--- src/rtl/rd_arb_pkg.sv ---
package rd_arb_pkg;
  typedef enum logic {
    ADDR_BINARY = 1'b0,
    ADDR_UNARY  = 1'b1
  } addr_mode_e;
endpackage

--- src/rtl/rd_prio_pick.sv ---
module rd_prio_pick #(
  parameter int W = 4
) (
  input  logic [W-1:0] req_i,
  output logic [W-1:0] gnt_o,
  output logic         any_o
);
  // isolate lowest set bit
  assign gnt_o = req_i & (~req_i + {{(W-1){1'b0}}, 1'b1});
  assign any_o = |req_i;
endmodule

--- src/rtl/rd_opnd_latch.sv ---
module rd_opnd_latch #(
  parameter int REG_W = 3
) (
  input  logic             clk_i,
  input  logic             rst_ni,
  input  logic             issue_i,
  input  logic [REG_W-1:0] dec_reg_i,
  output logic [REG_W-1:0] reg_o
);
  logic [REG_W-1:0] held_q;

  always_ff @(posedge clk_i or negedge rst_ni) begin
    if (!rst_ni)      held_q <= '0;
    else if (issue_i) held_q <= dec_reg_i;
  end

  assign reg_o = issue_i ? dec_reg_i : held_q;
endmodule

--- src/rtl/rd_addr_mux.sv ---
module rd_addr_mux #(
  parameter int                     NUM_REQ   = 4,
  parameter int                     NUM_REGS  = 8,
  parameter int                     REG_W     = 3,
  parameter rd_arb_pkg::addr_mode_e ADDR_MODE = rd_arb_pkg::ADDR_BINARY,
  localparam int                    EN_W      = (ADDR_MODE == rd_arb_pkg::ADDR_UNARY) ? NUM_REGS : 1
) (
  input  logic [NUM_REQ-1:0]       gnt_i,
  input  logic [NUM_REQ*REG_W-1:0] reg_i,
  output logic [EN_W-1:0]          ren_o,
  output logic [REG_W-1:0]         addr_o
);
  if (ADDR_MODE == rd_arb_pkg::ADDR_UNARY) begin : g_unary
    always_comb begin
      ren_o = '0;
      for (int i = 0; i < NUM_REQ; i++) begin
        if (gnt_i[i]) ren_o = ren_o | (EN_W'(1) << reg_i[i*REG_W +: REG_W]);
      end
    end
    assign addr_o = '0;
  end else begin : g_binary
    always_comb begin
      addr_o = '0;
      for (int i = 0; i < NUM_REQ; i++) begin
        if (gnt_i[i]) addr_o = addr_o | reg_i[i*REG_W +: REG_W];
      end
    end
    assign ren_o = |gnt_i;
  end
endmodule

--- src/rtl/rd_port_arb.sv ---
module rd_port_arb #(
  parameter int                     NUM_REQ   = 4,
  parameter int                     NUM_REGS  = 8,
  parameter int                     DATA_W    = 16,
  parameter rd_arb_pkg::addr_mode_e ADDR_MODE = rd_arb_pkg::ADDR_BINARY,
  localparam int                    REG_W     = (NUM_REGS > 1) ? $clog2(NUM_REGS) : 1,
  localparam int                    EN_W      = (ADDR_MODE == rd_arb_pkg::ADDR_UNARY) ? NUM_REGS : 1
) (
  input  logic                      clk_i,
  input  logic                      rst_ni,
  input  logic [NUM_REQ-1:0]        issue_i,
  input  logic [NUM_REQ*REG_W-1:0]  dec_reg_i,
  input  logic [NUM_REQ-1:0]        rd_rel_i,
  input  logic [NUM_REQ-1:0]        active_i,
  input  logic [NUM_REQ-1:0]        rd_en_i,
  input  logic [NUM_REQ-1:0]        hazard_i,
  output logic [EN_W-1:0]           port_ren_o,
  output logic [REG_W-1:0]          port_addr_o,
  input  logic [DATA_W-1:0]         port_rdata_i,
  output logic [NUM_REQ-1:0]        go_rd_o,
  output logic [NUM_REQ*DATA_W-1:0] opnd_o
);
  logic [NUM_REQ*REG_W-1:0] cur_reg;
  logic [NUM_REQ-1:0]       pick_req, pick_out, gnt;
  logic                     pick_any;
  logic [NUM_REQ-1:0]       dly_gnt_q;

  for (genvar i = 0; i < NUM_REQ; i++) begin : g_unit
    rd_opnd_latch #(.REG_W(REG_W)) latch_i (
      .clk_i    (clk_i),
      .rst_ni   (rst_ni),
      .issue_i  (issue_i[i]),
      .dec_reg_i(dec_reg_i[i*REG_W +: REG_W]),
      .reg_o    (cur_reg[i*REG_W +: REG_W])
    );
    assign opnd_o[i*DATA_W +: DATA_W] = dly_gnt_q[i] ? port_rdata_i : '0;
  end

  // a unit whose data is in flight may not re-request
  assign pick_req = rd_rel_i & active_i & rd_en_i & ~dly_gnt_q & ~hazard_i;

  rd_prio_pick #(.W(NUM_REQ)) pick_i (
    .req_i(pick_req),
    .gnt_o(pick_out),
    .any_o(pick_any)
  );

  assign gnt = pick_out & {NUM_REQ{pick_any}};

  always_ff @(posedge clk_i or negedge rst_ni) begin
    if (!rst_ni) dly_gnt_q <= '0;
    else         dly_gnt_q <= gnt;
  end

  assign go_rd_o = dly_gnt_q;

  rd_addr_mux #(
    .NUM_REQ  (NUM_REQ),
    .NUM_REGS (NUM_REGS),
    .REG_W    (REG_W),
    .ADDR_MODE(ADDR_MODE)
  ) mux_i (
    .gnt_i (gnt),
    .reg_i (cur_reg),
    .ren_o (port_ren_o),
    .addr_o(port_addr_o)
  );
endmodule

--- config.mk ---
export PLATFORM = sky130hd
export DESIGN_NAME = rd_port_arb
export DESIGN_NICKNAME = d
export VERILOG_FILES = /design/src/rtl/rd_arb_pkg.sv /design/src/rtl/rd_prio_pick.sv /design/src/rtl/rd_opnd_latch.sv /design/src/rtl/rd_addr_mux.sv /design/src/rtl/rd_port_arb.sv
export SDC_FILE = /design/constraint.sdc
export NUM_CORES = 1
export LEC_CHECK = 0
export BUFFER_PORTS_ARGS = -buffer_cell sky130_fd_sc_hd__buf_2
export CAP_MARGIN = 20
export CORE_ASPECT_RATIO = 1.25
export CORE_MARGIN = 5
export CORE_UTILIZATION = 38
export DETAILED_ROUTE_END_ITERATION = 8
export PLACE_DENSITY = 0.95
export SLEW_MARGIN = 15
export SYNTH_ARGS = -nofsm -noshare
export SYNTH_HDL_FRONTEND = slang
export SYNTH_SLANG_ARGS = --single-unit
--- constraint.sdc ---
create_clock -name clk_i -period 3.91 [get_ports clk_i]
set_clock_uncertainty 0.1 [all_clocks]
set_input_delay 0.1955 -clock clk_i [delete_from_list [all_inputs] [get_ports clk_i]]
set_output_delay 0.1955 -clock clk_i [all_outputs]
set_load 0.02 [all_outputs]
==> impl_metrics.tcl, run 1 <==
set metrics [dict create \
    multiInputGateArea_um2 708 \
    die_w_um 59.4 \
    fin_tns_setup_ns 0 \
    final_common_cell "buf_2" \
    portBuffers 121 \
    netSwitchingFraction_pct 30.0 \
    criticalPathCategory "reg2out" \
    vias_per_cell 4.73 \
    firstDrtPassIters 4 \
    power_density_mw_per_mm2 207 \
    antenna_found_initial 2 \
    dieArea_mm2 0.00426 \
    power_switching_mw 0.113 \
    routabilityCongestion 0.854 \
    crit_fanout 18 \
    finalInstanceArea_mm2 0.00181 \
    cts_buffers 3 \
    first_iter_violations 78 \
    post-route-period-util_pct 60.2 \
    netlist_area_mm2 0.00116 \
    cts_resized 0 \
    cp-end-kind "primary output" \
    place_inst 280 \
    slowest_delay_ns 0.54 \
    final_util_pct 61.6 \
    ant_nets 0 \
    synthCells 128 \
    rsz0062_at_grt "no" \
    power_mw 0.376 \
    synthSimpleGateAreaFrac_pct 45.9 \
    crit_family "simple AND/OR/NAND/NOR gates" \
    start_kind "flop" \
    clock_latency_ns 0.29 \
    synth_compound_area_share_pct 3.89 \
    cpMaxStageDelayCell "dfrtp_1" \
    yosys_warnings 0 \
    clockBufferDepth 2 \
    crit_arrival_ns 2.06 \
    io_pins 122 \
    rows 22 \
    worstMarginPinSlew_ns 0.468 \
    final_layout_size_suffix_gt1_share_pct 55.2 \
    crit_buf_inv 1 \
    dpl_cell_area_mm2 0.00178 \
    status "completed" \
    grt_overflow_total 0 \
    grt_start_max_net_pins 20 \
    synth_nets 178 \
    relSlewSlack_pct 68.8 \
    ys_seq_area_share_pct 34.6 \
    yosys-mux-area-fraction_pct 11.4 \
    drv_cap 0 \
    max_freq_ghz 0.425 \
    synth_top_family_by_area "simple AND/OR/NAND/NOR gates" \
    post_cts.repair.setup_buffers 0 \
    synth-xor-area-share_pct 0 \
    fill_cells 256 \
    start_util_pct 39.3 \
    cts-root-buf "clkbuf_4" \
    grt_pass1_vias 1273 \
    num_antenna_cells 0 \
    grt_usage_pct 18.3 \
    die_h_um 71.7 \
    power_frac_comb_pct 28.0 \
    synthAdderAreaFrac_pct 0 \
    vias 1344 \
    required_ns 3.61 \
    cts_tree "done" \
    post_drt_wl_per_cell_um 14.3 \
    p_seq_share_pct 49.4 \
    yosysUniqueCellTypes 19 \
    areaGrowthSynthToFinish_pct 56.8 \
    peakVddDrop_mv 0.182 \
    setup_violations 0 \
    regArea_um2 400 \
    nets 300 \
    clkTransAtPathRegs_ns 0.08 \
    drc 0 \
    layout_common_cells "buf_2 (121), and2_1 (64), dfrtp_1 (16), mux2_2 (9), nor2_1 (7)" \
    period_needed_ns 2.36 \
    hp-class "in2reg" \
    power.share.clock_pct 22.5 \
    drv_slew 0 \
    layout.cells.non_filler 284 \
    htree_num_levels 1 \
    dp_hpwl_um 3450 \
    leakagePower_nw 1.13 \
    routed_wl_um 4060 \
    grt_pass1_wl_um 6030 \
    coreArea_mm2 0.00295 \
    timing.final.hold_violations 0 \
    cts_sinks 16 \
    synth_area_per_cell_um2 9.04 \
    synth_seq_cells 16 \
    crit_chain "nand4bb_4 > or2_1 > a311oi_1 > o22ai_1 > buf_2" \
    power.internal_mw 0.263 \
]
## stage by stage
step | setup slack (ns) | hold WS [ns]
floorplan | 2.10 | -0.200
global placement | 1.97 | 0.00980
detailed placement | 1.90 | 0.0187
CTS | 1.53 | 0.0476
global route | 1.38 | 0.0499
finish | 1.55 | 0.0535
## tightest hold or removal path, delay by kind of cell
family | cells | cell delay (ns)
buffers and inverters | 2 | 0.14
muxes | 1 | 0.08
## cells in the mapped netlist
cell | count | area (um2)
clkinv_1 | 1 | 3.75
clkbuf_1 | 4 | 15.0
mux2_2 | 9 | 101
and2_1 | 64 | 400
buf_6 | 1 | 11.3
nor3b_1 | 3 | 22.5
inv_2 | 2 | 7.51
mux2i_1 | 3 | 30.0
nand4b_1 | 2 | 17.5
nand4_1 | 3 | 18.8
o22ai_1 | 3 | 18.8
dfrtp_1 | 16 | 400
nand4bb_4 | 1 | 27.5
or2_2 | 1 | 6.26
a311oi_1 | 3 | 26.3
or2_1 | 1 | 6.26
inv_1 | 3 | 11.3
nor2_1 | 7 | 26.3
and3_1 | 1 | 6.26
## power by group through the flow
stage | Sequential, mW | Combinational (mW) | Clock (mW)
floorplan | 0.187 | 0.0532 | 0
global placement | 0.188 | 0.103 | 0
detailed placement | 0.190 | 0.105 | 0
CTS | 0.186 | 0.106 | 0.0872
global route | 0.188 | 0.115 | 0.0928
finish | 0.186 | 0.106 | 0.0847
## area by class of cell
class / instances / share of cell area, %
inverter: 6 / 1.24
clock buffer: 3 / 1.24
tap: 36 / 2.48
timing repair buffer: 122 / 33.9
multi-input combinational: 101 / 39.0
sequential: 16 / 22.1
## worst paths after layout
| kind | startpoint | to | slack [ns] | cells after the start |
|---|---|---|---|---|
| max in group asynchronous | rst_ni | g_unit[2].latch_i.held_q[1] | 3.23 | 2 |
| worst max-delay path | go_rd_o[1] | port_addr_o[0] | 1.55 | 5 |
| min in group asynchronous | rst_ni | g_unit[3].latch_i.held_q[1] | 0.23 | 2 |
| worst min register to register | g_unit[1].latch_i.held_q[0] | g_unit[1].latch_i.held_q[0] | 0.40 | 1 |
| worst min-delay path | dec_reg_i[11] | g_unit[3].latch_i.held_q[2] | 0.05 | 3 |
| worst max register to register | go_rd_o[1] | go_rd_o[3] | 2.30 | 4 |
## flip-flops by register name, summed over array words and instances, names as in the netlist
register               count
go_rd_o                    4
g_unit.latch_i.held_q     12
## kinds of logic (layout without fill, tap and decap cells)
family	Yosys count	count (layout)
compound gates	6	6
buf+inv	11	131
flops	16	16
simple gates	83	83
mux	12	12
## routing by layer
metal,up-vias,GRT usage (%),part of all wire (%)
li1,661,-,-
met1,588,17.8,33
met2,78,33.2,50
met3,13,7.21,14
met4,4,7.56,2.4
met5,-,0,0.47
## repair_timing
item / in CTS / in global routing
hold buffers: 1 / 0
hold endpoints to repair: 16 / 0
setup endpoints to repair: 0 / 0
Power figures use the tool's default switching activity.
==> inputs of run 2 (changes only) <==
- ABC_AREA: unset -> 1
- PLACE_DENSITY: 0.95 -> 0.92
- clock period: 3.91 -> 2.3 ns (I/O delays scaled with it)
==> impl_metrics.tcl, run 2 <==
set metrics [dict create \
    power_frac_comb_pct 26.6 \
    place_inst 395 \
    hold_ws_ns 0.0136 \
    synth_seq_cells 16 \
    top_register "g_unit.latch_i.held_q" \
    pre_cts_slack_ns 0.714 \
    cts_sinks 16 \
    rsz0062_at_grt "no" \
    start_util_pct 39.7 \
    clkTransAtPathRegs_ns 0.06 \
    power.share.clock_pct 32.2 \
    required_ns 2.09 \
    max_freq_ghz 0.537 \
    grt_pass1_vias 1602 \
    portBuffers 121 \
    synth_area_per_cell_um2 5.81 \
    synth.most_common_cell "nand2_1" \
    async_reset_ff_share_pct 100 \
    dpl_cell_area_mm2 0.00201 \
    drc 0 \
    crit_arrival_ns 1.65 \
    clock_latency_ns 0.25 \
    vias_per_cell 4.30 \
    cp-end-kind "primary output" \
    post-route-period-util_pct 81.0 \
    hold_end "g_unit[0].latch_i.held_q[1]" \
    yosysUniqueCellTypes 19 \
    power.internal_mw 0.528 \
    timing.final.hold_violations 0 \
    yosys_warnings 0 \
    power_density_mw_per_mm2 361 \
    rows 24 \
    holdCritStartpoint "dec_reg_i[1]" \
    grt_pass1_wl_um 7110 \
    drv_slew 0 \
    drv_cap 0 \
    synthTopCellsByCount "nand2_1 (88), inv_1 (86), dfrtp_1 (16)" \
    worstMarginPinSlew_ns 0.583 \
    antenna_found_initial 2 \
    top_usage_layer "met2" \
    r2r-start "go_rd_o[3]" \
    reg2regPathDepth 5 \
    relSlewSlack_pct 61.1 \
    start_kind "flop" \
    cts-root-buf "clkbuf_8" \
    fin_ws_ns 0.437 \
    cts_tree "done" \
    netlist_area_mm2 0.00139 \
    met3_usage_pct 6.79 \
    synth_top_cell_area_share_pct 28.7 \
    p_seq_share_pct 41.3 \
    cts_buffers 3 \
    grt_use_met1_pct 18.5 \
    criticalPathCategory "reg2out" \
    synth_area_leader_cell "dfrtp_1" \
    synthCells 240 \
    finalInstanceArea_mm2 0.00208 \
    post_cts.repair.setup_buffers 0 \
    firstDrtPassIters 4 \
    final_layout_size_suffix_gt1_share_pct 39.1 \
    netSwitchingFraction_pct 29.8 \
    cts_resized 0 \
    worstReg2RegEnd "go_rd_o[3]" \
    ant_nets 0 \
    largest_register_ffs 12 \
    dieArea_mm2 0.00499 \
    period_needed_ns 1.86 \
    layout.cells.non_filler 402 \
    routabilityCongestion 0.803 \
    crit_fanout 18 \
    grt_usage_pct 17.3 \
    leakagePower_nw 1.78 \
    grt_start_max_net_pins 19 \
    die_w_um 64.2 \
    peakVddDrop_mv 0.426 \
    synth.area.top_cells "dfrtp_1 (29%), nand2_1 (24%), inv_1 (23%)" \
    areaGrowthSynthToFinish_pct 49.4 \
    fill_cells 343 \
    htree_num_levels 1 \
    synth_nets 290 \
    power_switching_mw 0.224 \
    hp-class "in2reg" \
    grt_overflow_total 0 \
    ys_seq_area_share_pct 28.7 \
    layout_common_cells "buf_2 (121), nand2_1 (88), inv_1 (86), dfrtp_1 (16), nand3_1 (13)" \
    die_h_um 77.7 \
    io_pins 122 \
    dp_hpwl_um 3910 \
    status "completed" \
    routed_wl_um 4480 \
    final_common_cell "buf_2" \
    setup_violations 0 \
    coreArea_mm2 0.00351 \
    reg2reg_slack_ns 0.93 \
    nets 412 \
    synthFlopType "dfrtp_1" \
    fin_tns_setup_ns 0 \
    clockBufferDepth 2 \
    synth-edff-count 0 \
    first_iter_violations 90 \
    use_met2_pct 30.7 \
    post_drt_wl_per_cell_um 11.1 \
    vias 1728 \
    holdPathStages 3 \
]
==> run 2: metrics by stage <==
stage                     total power [mW]  util [%]
final                                0.752      59.3
after global routing                 0.797      59.2
after CTS                            0.758      59.1
after detailed placement             0.515      57.3
after global placement               0.509      57.3
after floorplan                      0.415         -
==> run 2: kinds of logic after synthesis <==
logic type / Yosys count / share of synthesized area (%)
simple gates: 115 / 38.4
buf+inv: 97 / 28.5
flops: 16 / 28.7
compound gates: 12 / 4.31
==> run 2: worst max-delay path: stages, from the launching register on <==
cell	delay, ns
dfrtp_1	0.60
nor3_2	0.25
nand2_1	0.10
nor2_4	0.12
nand3_1	0.09
nand3_1	0.08
buf_2	0.16
==> run 2: layout make-up <==
cell class,count,area (um2),share of cell area (%)
repair buffers,125,638,30.6
inverters,89,339,16.3
clock buffers,4,55.1,2.64
flip-flops and latches,16,400,19.2
well taps,39,48.8,2.34
diodes,2,5.00,0.240
multi-input cells,127,596,28.6
==> run 2: power groups by stage <==
stage	Combinational (mW)	Clock (mW)	Sequential [mW]
2_1_floorplan	0.101	0	0.314
3_3_place_gp	0.195	0	0.314
3_5_place_dp	0.199	0	0.316
4_1_cts	0.202	0.246	0.311
5_1_grt	0.223	0.260	0.313
6_report	0.200	0.242	0.310
==> run 2: worst max path at each step <==
| stage | startpoint | endpoint | depth (start not counted) |
|---|---|---|---|
| floorplan | go_rd_o[3] | port_addr_o[0] | 6 |
| global placement | go_rd_o[3] | port_addr_o[2] | 6 |
| detailed placement | go_rd_o[3] | port_addr_o[0] | 6 |
| CTS | go_rd_o[3] | port_addr_o[0] | 6 |
| global route | go_rd_o[3] | port_addr_o[2] | 6 |
| finish | go_rd_o[3] | port_addr_o[0] | 6 |
==> run 2: timing repair <==
item | 4_1_cts | 5_1_grt
endpoints found under the hold margin | 16 | 0
hold buffers | 1 | 0
setup endpoints to repair | 0 | 0
==> run 2: metal layers <==
metal  part of all wire [%]  vias up
met1                     34      717
met4                    1.6        2
li1                       -      902
met5                   0.16        -
met2                     48       98
met3                     16        9
==> inputs of run 3 (changes only) <==
- clock period: 2.3 -> 1.9 ns (I/O delays scaled with it)
==> impl_metrics.tcl, run 3 (synthesis gave the netlist of run 2 again) <==
set metrics [dict create \
    peakVddDrop_mv 0.441 \
    vias_per_cell 4.16 \
    die_h_um 77.7 \
    clock_latency_ns 0.24 \
    first_iter_violations 63 \
    dp_hpwl_um 3850 \
    antenna_found_initial 1 \
    rows 24 \
    cp-end-kind "primary output" \
    status "completed" \
    grt_overflow_total 0 \
    post_cts.repair.setup_buffers 0 \
    hp-class "in2reg" \
    cts_tree "done" \
    top_register "g_unit.latch_i.held_q" \
    grt_usage_pct 16.6 \
    worstMarginPinSlew_ns 0.354 \
    routabilityCongestion 0.855 \
    fin_tns_setup_ns 0 \
    rsz0062_at_grt "no" \
    dieArea_mm2 0.00499 \
    grt_pass1_vias 1577 \
    drv_slew 0 \
    portBuffers 121 \
    pre_cts_slack_ns 0.607 \
    ant_nets 0 \
    areaGrowthSynthToFinish_pct 49.7 \
    final_common_cell "buf_2" \
    coreArea_mm2 0.00351 \
    post_drt_wl_per_cell_um 11.0 \
    start_kind "flop" \
    clkTransAtPathRegs_ns 0.06 \
    largest_register_ffs 12 \
    crit_arrival_ns 1.37 \
    relSlewSlack_pct 76.4 \
    cts_buffers 3 \
    grt_pass1_wl_um 6860 \
    fin_ws_ns 0.338 \
    vias 1671 \
    io_pins 122 \
    leakagePower_nw 1.78 \
    criticalPathCategory "reg2out" \
    timing.final.hold_violations 0 \
    crit_fanout 6 \
    drv_cap 0 \
    die_w_um 64.2 \
    final_layout_size_suffix_gt1_share_pct 39.2 \
    max_freq_ghz 0.640 \
    htree_num_levels 1 \
    post-route-period-util_pct 82.2 \
    layout_common_cells "buf_2 (121), nand2_1 (88), inv_1 (86), dfrtp_1 (16), nand3_1 (13)" \
    nets 413 \
    period_needed_ns 1.56 \
    setup_violations 0 \
    firstDrtPassIters 4 \
    reg2reg_slack_ns 0.78 \
    grt_start_max_net_pins 18 \
    drc 0 \
    clockBufferDepth 2 \
    cts_sinks 16 \
    power_density_mw_per_mm2 435 \
    required_ns 1.70 \
    routed_wl_um 4420 \
    start_util_pct 39.7 \
    cts-root-buf "clkbuf_8" \
]
==> run 3: path summary, 6_finish.rpt <==
check	start	end	depth (start not counted)
min in group asynchronous	rst_ni	g_unit[2].latch_i.held_q[1]	2
hold / removal	dec_reg_i[2]	g_unit[0].latch_i.held_q[2]	3
setup reg to reg	go_rd_o[0]	go_rd_o[3]	6
setup / recovery	go_rd_o[0]	port_addr_o[2]	8
max in group asynchronous	rst_ni	g_unit[0].latch_i.held_q[0]	2
hold reg to reg	g_unit[3].latch_i.held_q[1]	g_unit[3].latch_i.held_q[1]	2
==> run 3: metrics by stage <==
stage          utilization, %  total power [mW]  cell area (um2)  std cells  hold WS (ns)
2_1_floorplan               -             0.502             1390        240        -0.301
3_3_place_gp             57.5             0.618             2020        396       -0.0899
3_5_place_dp             57.5             0.626             2020        396       -0.0728
4_1_cts                  59.3             0.916             2080        401        0.0120
5_1_grt                  59.3             0.956             2080        401        0.0336
6_report                 59.4             0.908             2090        402        0.0131
==> run 3: area by class of cell <==
type                            instances  area [um2]
Fill cell                             335        1430
Timing Repair Buffer                  126         646
Multi-Input combinational cell        127         596
Sequential cell                        16         400
Inverter                               89         339
Clock buffer                            4        55.1
Tap cell                               39        48.8
Antenna cell                            1        2.50
==> run 3: power by group <==
part	switching [mW]	internal [mW]	total [mW]
registers	0.00798	0.366	0.374
clock network	0.107	0.183	0.290
logic	0.154	0.0907	0.245
==> run 3: layer usage <==
layer	wire length (um)	up-vias	global-route usage (%)
li1	-	903	-
met1	1580	671	17.3
met2	2080	87	30.4
met3	693	8	7.23
met4	43	2	3.26
met5	20	-	0
==> run 3: worst max-delay path, cell delays in order (launching register included) <==
cell	delay, ns
dfrtp_1	0.42
inv_4	0.07
nand3_4	0.08
nor2_8	0.14
nand2_1	0.07
nand2_1	0.07
inv_1	0.04
nand3_1	0.07
buf_2	0.17
==> run 3: what timing repair did <==
| action | 4_1_cts | 5_1_grt |
|---|---|---|
| resized for setup | 0 | 0 |
| hold buffers | 1 | 0 |
| endpoints found under the hold margin | 16 | 0 |
